File: config.mk
export PLATFORM = sky130hd
export DESIGN_NAME = lane_align_unit
export DESIGN_NICKNAME = d
export VERILOG_FILES = /design/src/rtl/lane_align_pkg.sv /design/src/rtl/lane_kind_decode.sv /design/src/rtl/store_lane_gen.sv /design/src/rtl/load_lane_extract.sv /design/src/rtl/lane_align_unit.sv
export SDC_FILE = /design/constraint.sdc
export NUM_CORES = 1
export LEC_CHECK = 0
export BUFFER_PORTS_ARGS = -buffer_cell sky130_fd_sc_hd__buf_4
export CORE_AREA = 2 2 79 81
export DETAILED_ROUTE_END_ITERATION = 7
export DIE_AREA = 0 0 81 83
export GPL_TIMING_DRIVEN = 1
export MAX_ROUTING_LAYER = met4
export PLACE_DENSITY = 0.62
export SKIP_LAST_GASP = 1
export SLEW_MARGIN = 20
export SYNTH_ARGS = -nofsm -noshare
export SYNTH_HDL_FRONTEND = slang
export SYNTH_SLANG_ARGS = --single-unit
File: constraint.sdc
create_clock -name vclk -period 1.5
set_input_delay 0.15 -clock vclk [all_inputs]
set_output_delay 0.15 -clock vclk [all_outputs]
set_load 0.01 [all_outputs]
File: src/rtl/lane_align_pkg.sv
package lane_align_pkg;

   typedef enum logic [1:0] {
      SZ_BYTE = 2'd0,
      SZ_HALF = 2'd1,
      SZ_WORD = 2'd2,
      SZ_NONE = 2'd3
   } acc_size_e;

   typedef struct packed {
      acc_size_e size;
      logic      zero_ext;
   } acc_kind_t;

   localparam logic [2:0] KIND_B  = 3'b000;
   localparam logic [2:0] KIND_H  = 3'b001;
   localparam logic [2:0] KIND_W  = 3'b010;
   localparam logic [2:0] KIND_BU = 3'b100;
   localparam logic [2:0] KIND_HU = 3'b101;

endpackage

File: src/rtl/lane_kind_decode.sv
module lane_kind_decode
   import lane_align_pkg::*;
#(
   parameter bit STORE_SIDE = 1'b0
) (
   input  logic [2:0] code,
   output acc_kind_t  kind
);

   acc_kind_t unsigned_byte;
   acc_kind_t unsigned_half;

   generate
      if (STORE_SIDE) begin : g_store_codes
         assign unsigned_byte = '{size: SZ_NONE, zero_ext: 1'b0};
         assign unsigned_half = '{size: SZ_NONE, zero_ext: 1'b0};
      end else begin : g_load_codes
         assign unsigned_byte = '{size: SZ_BYTE, zero_ext: 1'b1};
         assign unsigned_half = '{size: SZ_HALF, zero_ext: 1'b1};
      end
   endgenerate

   always_comb begin
      case (code)
         KIND_B:  kind = '{size: SZ_BYTE, zero_ext: 1'b0};
         KIND_H:  kind = '{size: SZ_HALF, zero_ext: 1'b0};
         KIND_W:  kind = '{size: SZ_WORD, zero_ext: 1'b0};
         KIND_BU: kind = unsigned_byte;
         KIND_HU: kind = unsigned_half;
         default: kind = '{size: SZ_NONE, zero_ext: 1'b0};
      endcase
   end

   // a code outside the legal set never yields an access size
   always_comb begin
      if (code == 3'b011 || code[2:1] == 2'b11)
         p_illegal_code_none_r1: assert (kind.size == SZ_NONE);
   end

endmodule

File: src/rtl/store_lane_gen.sv
module store_lane_gen
   import lane_align_pkg::*;
#(
   parameter int XLEN           = 32,
   parameter bit FILL_REPLICATE = 1'b1
) (
   input  logic                   en,
   input  logic [$clog2(XLEN/8)-1:0] addr_lo,
   input  acc_kind_t              kind,
   input  logic [XLEN-1:0]        src,
   output logic [XLEN/8-1:0]      mask,
   output logic [XLEN-1:0]        data
);

   localparam int NB  = XLEN / 8;
   localparam int OFS = $clog2(NB);

   logic active;
   logic unused_zx;

   assign active    = en && (kind.size != SZ_NONE);
   assign unused_zx = kind.zero_ext;

   for (genvar i = 0; i < NB; i++) begin : g_lane
      logic       sel;
      logic [7:0] pick;

      always_comb begin
         case (kind.size)
            SZ_BYTE: sel = (addr_lo == OFS'(i));
            SZ_HALF: sel = (addr_lo[OFS-1:1] == (OFS-1)'(i / 2));
            SZ_WORD: sel = 1'b1;
            default: sel = 1'b0;
         endcase
      end

      always_comb begin
         case (kind.size)
            SZ_BYTE: pick = src[7:0];
            SZ_HALF: pick = src[8*(i%2) +: 8];
            default: pick = src[8*i +: 8];
         endcase
      end

      assign mask[i] = active && sel;

      if (FILL_REPLICATE) begin : g_replicate
         assign data[8*i +: 8] = active ? pick : 8'h00;
      end else begin : g_zero_fill
         assign data[8*i +: 8] = (active && sel) ? pick : 8'h00;
      end
   end

   // an idle store path writes nothing
   always_comb begin
      if (!en) begin
         p_idle_no_strobe_r2: assert (mask == '0 && data == '0);
      end
   end

   // a byte store enables exactly one lane
   always_comb begin
      if (en && kind.size == SZ_BYTE)
         p_byte_one_lane_r3: assert ($countones(mask) == 1);
   end

   // a halfword store enables exactly one aligned pair
   always_comb begin
      if (en && kind.size == SZ_HALF)
         p_half_two_lanes_r4: assert ($countones(mask) == 2);
   end

   // a word store enables every lane and passes the source through
   always_comb begin
      if (en && kind.size == SZ_WORD)
         p_word_all_lanes_r5: assert (&mask && data == src);
   end

endmodule

File: src/rtl/load_lane_extract.sv
module load_lane_extract
   import lane_align_pkg::*;
#(
   parameter int XLEN = 32
) (
   input  logic [$clog2(XLEN/8)-1:0] addr_lo,
   input  acc_kind_t              kind,
   input  logic [XLEN-1:0]        word,
   output logic [XLEN-1:0]        value
);

   localparam int NB  = XLEN / 8;
   localparam int OFS = $clog2(NB);
   localparam int NH  = NB / 2;

   logic [7:0]  lane_b [NB];
   logic [15:0] lane_h [NH];
   logic [7:0]  byte_v;
   logic [15:0] half_v;
   logic        fill_b;
   logic        fill_h;

   for (genvar i = 0; i < NB; i++) begin : g_byte_lane
      assign lane_b[i] = word[8*i +: 8];
   end

   for (genvar j = 0; j < NH; j++) begin : g_half_lane
      assign lane_h[j] = word[16*j +: 16];
   end

   assign byte_v = lane_b[addr_lo];
   assign half_v = lane_h[addr_lo[OFS-1:1]];
   assign fill_b = !kind.zero_ext && byte_v[7];
   assign fill_h = !kind.zero_ext && half_v[15];

   always_comb begin
      case (kind.size)
         SZ_BYTE: value = {{(XLEN-8){fill_b}}, byte_v};
         SZ_HALF: value = {{(XLEN-16){fill_h}}, half_v};
         SZ_WORD: value = word;
         default: value = '0;
      endcase
   end

   // unsigned narrow loads leave the upper bits clear
   always_comb begin
      if (kind.zero_ext && kind.size != SZ_WORD)
         p_unsigned_upper_zero_r8: assert (value[XLEN-1:16] == '0);
   end

   // word load is a pass-through
   always_comb begin
      if (kind.size == SZ_WORD)
         p_word_passthru_r9: assert (value == word);
   end

   // invalid codes produce a zero result
   always_comb begin
      if (kind.size == SZ_NONE)
         p_none_zero_r1: assert (value == '0);
   end

endmodule

File: src/rtl/lane_align_unit.sv
module lane_align_unit
   import lane_align_pkg::*;
#(
   parameter int XLEN           = 32,
   parameter int AW             = 32,
   parameter bit FILL_REPLICATE = 1'b1
) (
   input  logic              st_valid,
   input  logic [AW-1:0]     st_addr,
   input  logic [2:0]        st_kind,
   input  logic [XLEN-1:0]   st_src,
   output logic [XLEN/8-1:0] st_strobe,
   output logic [XLEN-1:0]   st_wdata,
   input  logic [AW-1:0]     ld_addr,
   input  logic [2:0]        ld_kind,
   input  logic [XLEN-1:0]   ld_word,
   output logic [XLEN-1:0]   ld_value
);

   localparam int NB  = XLEN / 8;
   localparam int OFS = $clog2(NB);

   generate
      if (XLEN != 32) begin : g_bad_xlen
         $error("lane_align_unit: XLEN must be 32");
      end
      if (AW <= OFS) begin : g_bad_aw
         $error("lane_align_unit: AW must exceed the lane offset width");
      end
   endgenerate

   acc_kind_t st_dec;
   acc_kind_t ld_dec;
   logic      unused_hi;

   // only the lane offset bits reach the lane logic
   assign unused_hi = ^{st_addr[AW-1:OFS], ld_addr[AW-1:OFS]};

   lane_kind_decode #(.STORE_SIDE(1'b1)) u_st_dec (
      .code (st_kind),
      .kind (st_dec)
   );

   lane_kind_decode #(.STORE_SIDE(1'b0)) u_ld_dec (
      .code (ld_kind),
      .kind (ld_dec)
   );

   store_lane_gen #(
      .XLEN           (XLEN),
      .FILL_REPLICATE (FILL_REPLICATE)
   ) u_store (
      .en      (st_valid),
      .addr_lo (st_addr[OFS-1:0]),
      .kind    (st_dec),
      .src     (st_src),
      .mask    (st_strobe),
      .data    (st_wdata)
   );

   load_lane_extract #(.XLEN(XLEN)) u_load (
      .addr_lo (ld_addr[OFS-1:0]),
      .kind    (ld_dec),
      .word    (ld_word),
      .value   (ld_value)
   );

endmodule

# Word level (Yosys, flattened, before mapping)
# Cells that the tools add are included.
# totals
out_inout_bits	68
register_bits	0
inputBits	135
word_cells	53
# classes
mux	20
magnitude_cmp	2
n_eq_ne	14
reduce_logical	14
bitwise_logic	3
# ops
operator	n
$pmux 32 s3	1
$mux 8	8
$mux 16	3
$bmux 8 s2	1
$pmux 8 s2	1
$pmux 3 s5	1
$pmux 1 s3	4
$pmux 3 s3	1
$eq 2x2->1 const B	4
$logic_and 1x1->1	7
$eq 2x1->1 const B	3
$eq 3x1->1 const B	2
$eq 3x2->1 const B	2
$eq 3x3->1 const B	2
$logic_not 2->1	3
$logic_not 3->1	2
$ge 3x3->1 const B	1
$not 2->3	1
$ge 2x2->1 const B	1
$ne 2x2->1 const B	1
$not 1->2	1
$reduce_or 2->1	1
$logic_not 1->1	1
$not 1->1	1

# Longest topological paths before layout
# Gate-level depths: netlist of the first run.
# depth
ltp_word	6
ltp_mapped	5
mapped_depth_nobuf	3

# Hierarchy
# A second synthesis of the first run with hierarchy kept.
# unflattened
hier_cells	218
area_unflattened_um2	1517.7
# by_module_without_submodules
module	cells_per_inst	area_per_inst_um2	n_inst
load_lane_extract	123	898.4	1
store_lane_gen	88	578.1	1
lane_kind_decode at u_st_dec	4	23.8	1
lane_kind_decode at u_ld_dec	3	17.5	1

# Least setup slack after synthesis of the first run
# OpenSTA, ideal clock, no wires.
# synth_timing
path_kind	input to output
start	in ld_addr[1]
end	out ld_value[10]
slack_ns	0.118
t_arrival_ns	1.232
n_path_buf	1
path_stages	4
t_required_ns	1.350
cell_sequence	mux4_2 and3_1 buf_2 a221o_1
# synth_via
elab_chain_len	6
word_cells_on_any_way	10
# synth_lines
element	line_no	rtl
from (decl)	lane_align_unit.sv:14	input logic [AW-1:0] ld_addr,
$not 2->3 (implied by the code)	load_lane_extract.sv:31	assign byte_v = lane_b[addr_lo];
$bmux 8 s2	load_lane_extract.sv:31	
$mux 8 (implied by the code) (2 in a row)	load_lane_extract.sv:31	
$logic_and 1x1->1	load_lane_extract.sv:33	assign fill_b = !kind.zero_ext && byte_v[7];
$pmux 32 s3 *	load_lane_extract.sv:37	case (kind.size)
to (decl)	lane_align_unit.sv:17	output logic [XLEN-1:0] ld_value
# Every way passes the cells marked *; elsewhere a longest branch is shown, timed or not. The select of a mux whose other input is x is not followed.

# Final worst setup path of the first run
# layout_timing
start	in ld_addr[1]
end	out ld_value[13]
# Same word-level chain as after synthesis.

==> impl.org, run 1 <==
** Setup path
- The critical path is of the input port to output port type.
- Endpoint class of the critical path :: output port
- Crit path launch type :: input port
- Traced cell by cell, the critical path runs through buf_8, mux4_2, and3_4, a221o_1, buf_6.
- The critical path ends at ld_value[13].
- Worst endpoint required time :: 1.35 ns
- Arrival time at the worst endpoint :: 1.38 ns
- Slowest stage delay, CP :: 0.50 ns
- In this run the worst setup path begins at ld_addr[1].
- Of all nets on the critical path, the largest fanout is 8.
- On the critical path, the stage with the largest delay is an instance of mux4_2.

** Yosys
- In this run, distinct cell masters in the synthesized netlist total 26.
- In the post-synthesis netlist, the biggest area contributors are a211oi_1, a22oi_1, a221o_1.
- Fraction of synthesized cell area taken by the top area cell type :: 14.01%
- a211oi_1 is the most common cell in the netlist.
- Sequential share of the synthesized area :: 0%
- Sorting the synthesized cells by how often they occur yields a211oi_1, a22oi_1, nand2_1, nor2_1, o21ai_0.
- Syn. warnings :: 0
- Synthesis handed over a netlist of 196 instances.
- Summed over all instances, the cell type with the most area after synthesis is a211oi_1.
- When the netlist entered floorplanning its net count stood at 331.
- Synthesized area per cell :: 6.562 µm²
- The cell area that synthesis handed to floorplanning was 0.001286 mm².

** Detailed routing
- DRC errors left :: 0
- Antenna-violating nets left :: 0
- Number of DRC markers in iteration 0 :: 96
- First-pass DRT Iterations :: 4
- Total via count in the routed design :: 2,147
- Post-Route WL :: 6.727 mm
- Mean routed wirelength per cell :: 16.09 µm
- Vias per std cell :: 5.136

** Power and ir drop
- Per report_power, the sequential group accounts for 0% of the total.
- In this run, the clock network consumes 0% of the power.
- NetSw :: 0.3863 mW
- Part of the power in combinational logic :: 100.0%
- Total power for the finished layout comes to 0.8548 mW.
- In this run the power density over the cells is 319.1 mW/mm².
- Internal power :: 0.4685 mW
- VDD sags by at most 0.1319 mV.
- Net switching is 45.19% of the power.
- P_leak :: 1.263 nW

** STA
- Final hold violations :: 0
- Dividing the final minimum period by the clock period gives 101.7%.
- Derived from the worst setup path, the maximum achievable clock frequency is 655.5 MHz.
- The worst pin sits at a relative slew slack of 66.76%.
- The number of slew-limit violations in the final report came to 0.
- Setup violations remaining at the end of the flow were counted as 7.
- Actual slew at the worst max-slew pin :: 0.4965 ns
- Final TNS setup :: -0.1231 ns
- RSZ-0062 raised after global routing :: true
- Final period demand of the worst path :: 1.526 ns
- Worst-case setup margin in the final layout :: -0.02565 ns

** Final layout
- Relative to the synthesized area, the layout overhead comes to 108.3%.
- The final layout contains a sequential cell count of 0.
- Fraction of final layout cells with drive strength greater than 1 :: 55.98%
- The repair_antennas step left the layout with diodes totalling 0.
- The net count of the finished layout is 480.
- Layout clock buffers :: 0
- Combined flip-flop and latch cell area :: 0 µm²

** Floorplan
- The die covers 0.006723 mm².
- For this configuration, the core starts out at a cell density of 22.12%.
- In this run the vertical extent of the chip is 83 µm.
- Number of core rows :: 28
- Die Wd :: 81 µm
- Core outline area :: 0.005816 mm²
- For this design the top-level I/O count stands at 203.

** Outcome
- The checks that failed: setup timing.
- Run status :: complete, but fails checks

** GRT
- Entering global routing, the biggest net connects 26 pins.
- The first global-routing pass estimated 10.28 mm of wire.
- Number of global-route vias before repair :: 2,012
- Across every metal layer, demand over resource in global routing totals 18.76%.
- Antenna violations before repair :: 0
- Overflow after GRT :: 0

** Placement
- Routability-driven placement finished with a final weighted congestion of 0.8286.
- In this run the tool buffered the top-level ports with 143 buffer cells.
- The HPWL after detailed placement is 5.282 mm.

** Min path
- The worst hold path belongs to the class input port to output port.

** Clock tree
- # Post-CTS Setup Buffers :: 0

** Job
- Across the run, the number of max-cap violations was 0.
-- kinds of logic after synthesis --
family,after synthesis,share of synthesized area (%)
AOI/OAI and AO/OA,85,47.86
and+or+nand+nor,67,26.65
buffers and inverters,24,7.977
muxes,20,17.51
-- cell usage in the layout, fill, tap and decap left out, drive strengths merged, types with 3 or more instances in the layout --
master | netlist | routed
a22oi | 21 | 21
nand2b | 3 | 3
nor3 | 9 | 9
nand2 | 16 | 16
buf | 11 | 168
nor2b | 10 | 10
a211oi | 24 | 24
nor2 | 16 | 16
and3 | 9 | 9
mux2i | 9 | 9
o21ai | 16 | 16
a21oi | 8 | 8
mux2 | 10 | 10
a221o | 13 | 13
inv | 3 | 3
-- how the worst min path moves through the flow --
stage	start	to	slack, ns	depth (start not counted)
floorplan	st_src[2]	st_wdata[18]	0.42	2
global placement	ld_word[1]	ld_value[1]	0.61	3
detailed placement	ld_word[5]	ld_value[5]	0.61	3
CTS	ld_word[5]	ld_value[5]	0.61	3
global route	ld_word[5]	ld_value[5]	0.62	3
finish	ld_word[4]	ld_value[4]	0.61	3
-- worst max-delay path, delay by kind of cell --
kind            cells  cell delay (ns)
mux                 1             0.50
compound gates      1             0.28
simple gates        1             0.22
buf+inv             2             0.21
-- layer usage --
layer  vias up  track usage (%)  wire, µm
met2        51            31.10      3460
met5         -                -         0
met1      1024            26.42      2995
li1       1068                -         -
met3         4           0.4348       224
met4         0            1.387        47
-- cell type report --
type                       count  area, µm²
multi-input combinational    172       1221
timing repair buffer         168       1353
fill                         637       3137
tap                           75      93.84
inverter                       3      11.26
-- power by group through the flow --
stage / sequential [mW] / clock [mW] / combinational, mW
detailed placement: 0 / 0 / 0.821
floorplan: 0 / 0 / 0.356
global placement: 0 / 0 / 0.815
global route: 0 / 0 / 0.918
CTS: 0 / 0 / 0.842
finish: 0 / 0 / 0.855
-- metrics by stage --
stage	utilization, %	hold slack [ns]	instances	worst slack (ns)	instance area, µm²
floorplan	-	0.4217	196	0.1181	1286
global placement	44.71	0.6085	418	-0.2167	2600
detailed placement	44.71	0.6096	418	-0.1811	2600
CTS	45.53	0.6098	418	-0.02171	2648
global route	46.06	0.6200	418	-0.06929	2679
finish	46.06	0.6095	418	-0.02565	2679
-- repair_timing --
action,4_1_cts,5_1_grt
pin swaps,1,3
setup endpoints to repair,19,24
hold buffers,0,0
gates resized for setup,13,7
(Power assumes the default switching activity.)
==> inputs of run 2 (changes only) <==
--- a/config.mk
+++ b/config.mk
@@ -5,13 +5,14 @@
 export SDC_FILE = /design/constraint.sdc
 export NUM_CORES = 1
 export LEC_CHECK = 0
+export ABC_AREA = 1
 export BUFFER_PORTS_ARGS = -buffer_cell sky130_fd_sc_hd__buf_4
 export CORE_AREA = 2 2 79 81
 export DETAILED_ROUTE_END_ITERATION = 7
 export DIE_AREA = 0 0 81 83
 export GPL_TIMING_DRIVEN = 1
 export MAX_ROUTING_LAYER = met4
-export PLACE_DENSITY = 0.62
+export PLACE_DENSITY = 0.68
 export SKIP_LAST_GASP = 1
 export SLEW_MARGIN = 20
 export SYNTH_ARGS = -nofsm -noshare
==> run 2 against run 1 <==
  * The flow now finishes without violations
  * Design area up 4.8%
  * Setup slack better by 0.13 ns
  * Hold slack better by 0.0058 ns
  * Combinational power down 3.9%
  * Global-route usage up 0.61 points
  * First-iteration DRC count down 16%
  * Core utilization up 2.2 points
  * Via count up 26%
  * Final cell count up 38%
  * Power down 3.9%
  * Critical endpoint is now ld_value[19]
  * Largest power group unchanged
==> impl.org, run 2 <==
** Outcome
- Run status :: finished, final reports clean

** Setup path
- Slowest stage delay, CP :: 0.19 ns (-0.31 ns)
- Crit path launch type :: input port
- Highest fanout seen on the critical path :: 15 (+7)
- Cells along the critical path :: buf_4, inv_2, nand2_1, nand3_2, nor2_4, buf_12, nor2_1, nand2_1, buf_4
- The setup path with the least slack is of type input port to output port.
- The buffering stage count on the worst path with inverters included came to 4 (+2).
- Worst endpoint required time :: 1.35 ns (about the same)
- Endpoint class of the critical path :: output port
- For this design, the slowest cell found on the critical path is inv_2.
- Grouping stages by cell kind, the critical path spends the most delay in buffers and inverters.
- Arrival time at the worst endpoint :: 1.25 ns (-0.13 ns)

** Final layout
- Layout clock buffers :: 0 (unchanged)
- The number of sequential storage elements is 0 (unchanged).
- Combined flip-flop and latch cell area :: 0 µm² (unchanged)
- Total Nets Final :: 639 (+33%)
- Fraction of final layout cells with drive strength greater than 1 :: 35.26% (-21 points)
- Most frequent cells in the layout :: buf_4, nand2_1, nor2_1
- The count of fill cells added during filler insertion was 658 (+3.3%).
- Synth-to-Final Area Change :: 74.36%
- The number of antenna repair diodes was 0 (unchanged).
- The library cell used most frequently in the layout, excluding fill and tap cells, is buf_4.

** Detailed routing
- Number of DRC markers in iteration 0 :: 81 (-16%)
- The final routed wire length divided by cell count was 11.76 µm (-27%).
- The total wire length after detailed routing was 6.786 mm (+0.88%).
- The count of vias placed by the detailed router was 2,708 (+26%).
- Antenna-violating nets left :: 0 (unchanged)
- The number of remaining DRC errors is 0 (unchanged).
- The first-pass iteration count of the detailed router was 4 (unchanged).
- Vias per std cell :: 4.693 (-8.6%)

** Floorplan
- Die boundary height :: 83 µm (unchanged)
- Total Die Area :: 0.006723 mm² (unchanged)
- The effective utilization at floorplan was 27.69% (+5.6 points).
- Core outline area :: 0.005816 mm² (unchanged)
- Number of core rows :: 28 (unchanged)
- Die Wd :: 81 µm (unchanged)
- The number of top-level design ports is 203 (unchanged).

** STA
- Maximum achievable frequency :: 715.6 MHz (+9.2%)
- The final worst setup slack is 0.1027 ns (+0.1283 ns).
- Portion of the clock cycle consumed by the worst path in the final layout :: 93.16% (-8.6 points)
- Final hold violations :: 0 (unchanged)
- The shortest clock period the worst path allows after layout was 1.397 ns (-0.1283 ns).
- Count of final max-slew check failures :: 0 (unchanged)
- The measured slew at the worst slew-check pin was 0.3890 ns (-0.1075 ns).
- Slew Limit Headroom :: 73.93% (+7.2 points)
- RSZ-0062 raised after global routing :: true
- The final-report setup violation count came to 0 (-7).

** Yosys
- Syn. warnings :: 0 (unchanged)
- Sequential share of the synthesized area :: 0% (unchanged)
- The number of nets in the synthesized netlist came to 496 (+50%).
- Most used standard cells in the synthesized netlist :: nand2_1, nor2_1, inv_1, nand3_1
- The most common cell in the synthesized netlist is nand2_1.
- The unique cell type count in the Yosys netlist was 20 (-23%).
- The netlist area before placement came to 0.001610 mm² (+25%).
- The mean post-synth cell area is 4.461 µm² (-32%).
- Synth Instances :: 361 (+84%)
- The biggest area contributor in the post-synthesis netlist is nand2_1.
- The area share of the largest cell type after synthesis was 29.37% (+15 points).
- Top post-synthesis cells by area :: nand2_1, nor2_1, inv_1

** GRT
- The first-pass GRT wire length came to 10.76 mm (+4.6%).
- The largest net degree at the start of global routing was 18 (-31%).
- Overall routing resource usage :: 19.37% (+0.61 points)
- Number of global-route vias before repair :: 2,415 (+20%)
- Antenna violations before repair :: 0 (unchanged)
- The remaining global-route overflow was 0 (unchanged).

** Placement
- The HPWL after detailed placement is 5.683 mm (+7.6%).
- The pre-CTS setup slack is 0.04989 ns (+0.2310 ns).
- Count of port buffers added during placement :: 143 (unchanged)
- Final weighted congestion of routability-driven global placement :: 0.8573 (+3.5%)

** Power and ir drop
- The total power after layout is 0.8218 mW (-3.9%).
- P_leak :: 1.808 nW (+43%)
- Maximum ir drop on the vdd rail :: 0.1590 mV (+21%)
- The power density normalized to cell area was 292.7 mW/mm² (-8.3%).

** Min path
- Worst hold path class :: input port to output port

** Clock tree
- The count of hold buffers inserted by post-cts repair came to 0 (unchanged).

** Job
- Maximum capacitance violations :: 0 (unchanged)
==> run 2: cell count changes in the layout (fill, tap and decap cells not counted), moves of 11 or more <==
cell      change
nand2_1     +110
nor2_1       +54
inv_1        +48
nand3_1      +31
a211oi_1     -20
a22oi_1      -20
a221o_1      -13
nand4_1      +11
==> run 2: cell families after synthesis <==
group / after synthesis / synth area share, %
AND/OR/NAND/NOR: 247 / 65.27
buffers and inverters: 78 / 21.45
AO/OA/AOI/OAI: 36 / 13.29
==> run 2: power by group <==
part / internal (mW) / switching (mW) / total [mW]
Sequential: 0 / 0 / 0
Clock: 0 / 0 / 0
Combinational: 0.403 / 0.419 / 0.822
==> run 2: cell type report <==
| class | instances | area [µm²] | area share (%) |
|---|---|---|---|
| Multi-Input combinational cell | 283 | 1265 | 45.05 |
| Timing Repair Buffer | 160 | 1226 | 43.67 |
| Inverter | 59 | 222.7 | 7.932 |
| Tap cell | 75 | 93.84 | 3.342 |
==> run 2: worst paths after layout <==
check	start	end	slack, ns	cells after the start
max	ld_addr[1]	ld_value[19]	0.10	9
min	ld_word[1]	ld_value[1]	0.62	4
==> run 2: routing by layer <==
metal  global-route usage [%]  part of all wire [%]
met3                    2.609                   9.9
met2                    33.96                    47
met4                    2.157                   1.3
met1                    24.05                    42
met5                        -                     0
==> run 2: per-stage QoR <==
stage	area [µm²]	hold WS [ns]	utilization (%)	std cells	TNS (ns)
after floorplan	1610	0.3871	-	361	0
after global placement	2779	0.6103	47.78	575	0
after detailed placement	2779	0.6122	47.78	575	0
after CTS	2779	0.6129	47.78	575	0
after global routing	2808	0.6380	48.28	577	-0.01212
final	2808	0.6153	48.28	577	0
==> run 2: repair_timing <==
| action | 4_1_cts | 5_1_grt |
|---|---|---|
| setup endpoints to repair | 0 | 24 |
| resized for setup | 0 | 1 |
| setup buffers | 0 | 2 |
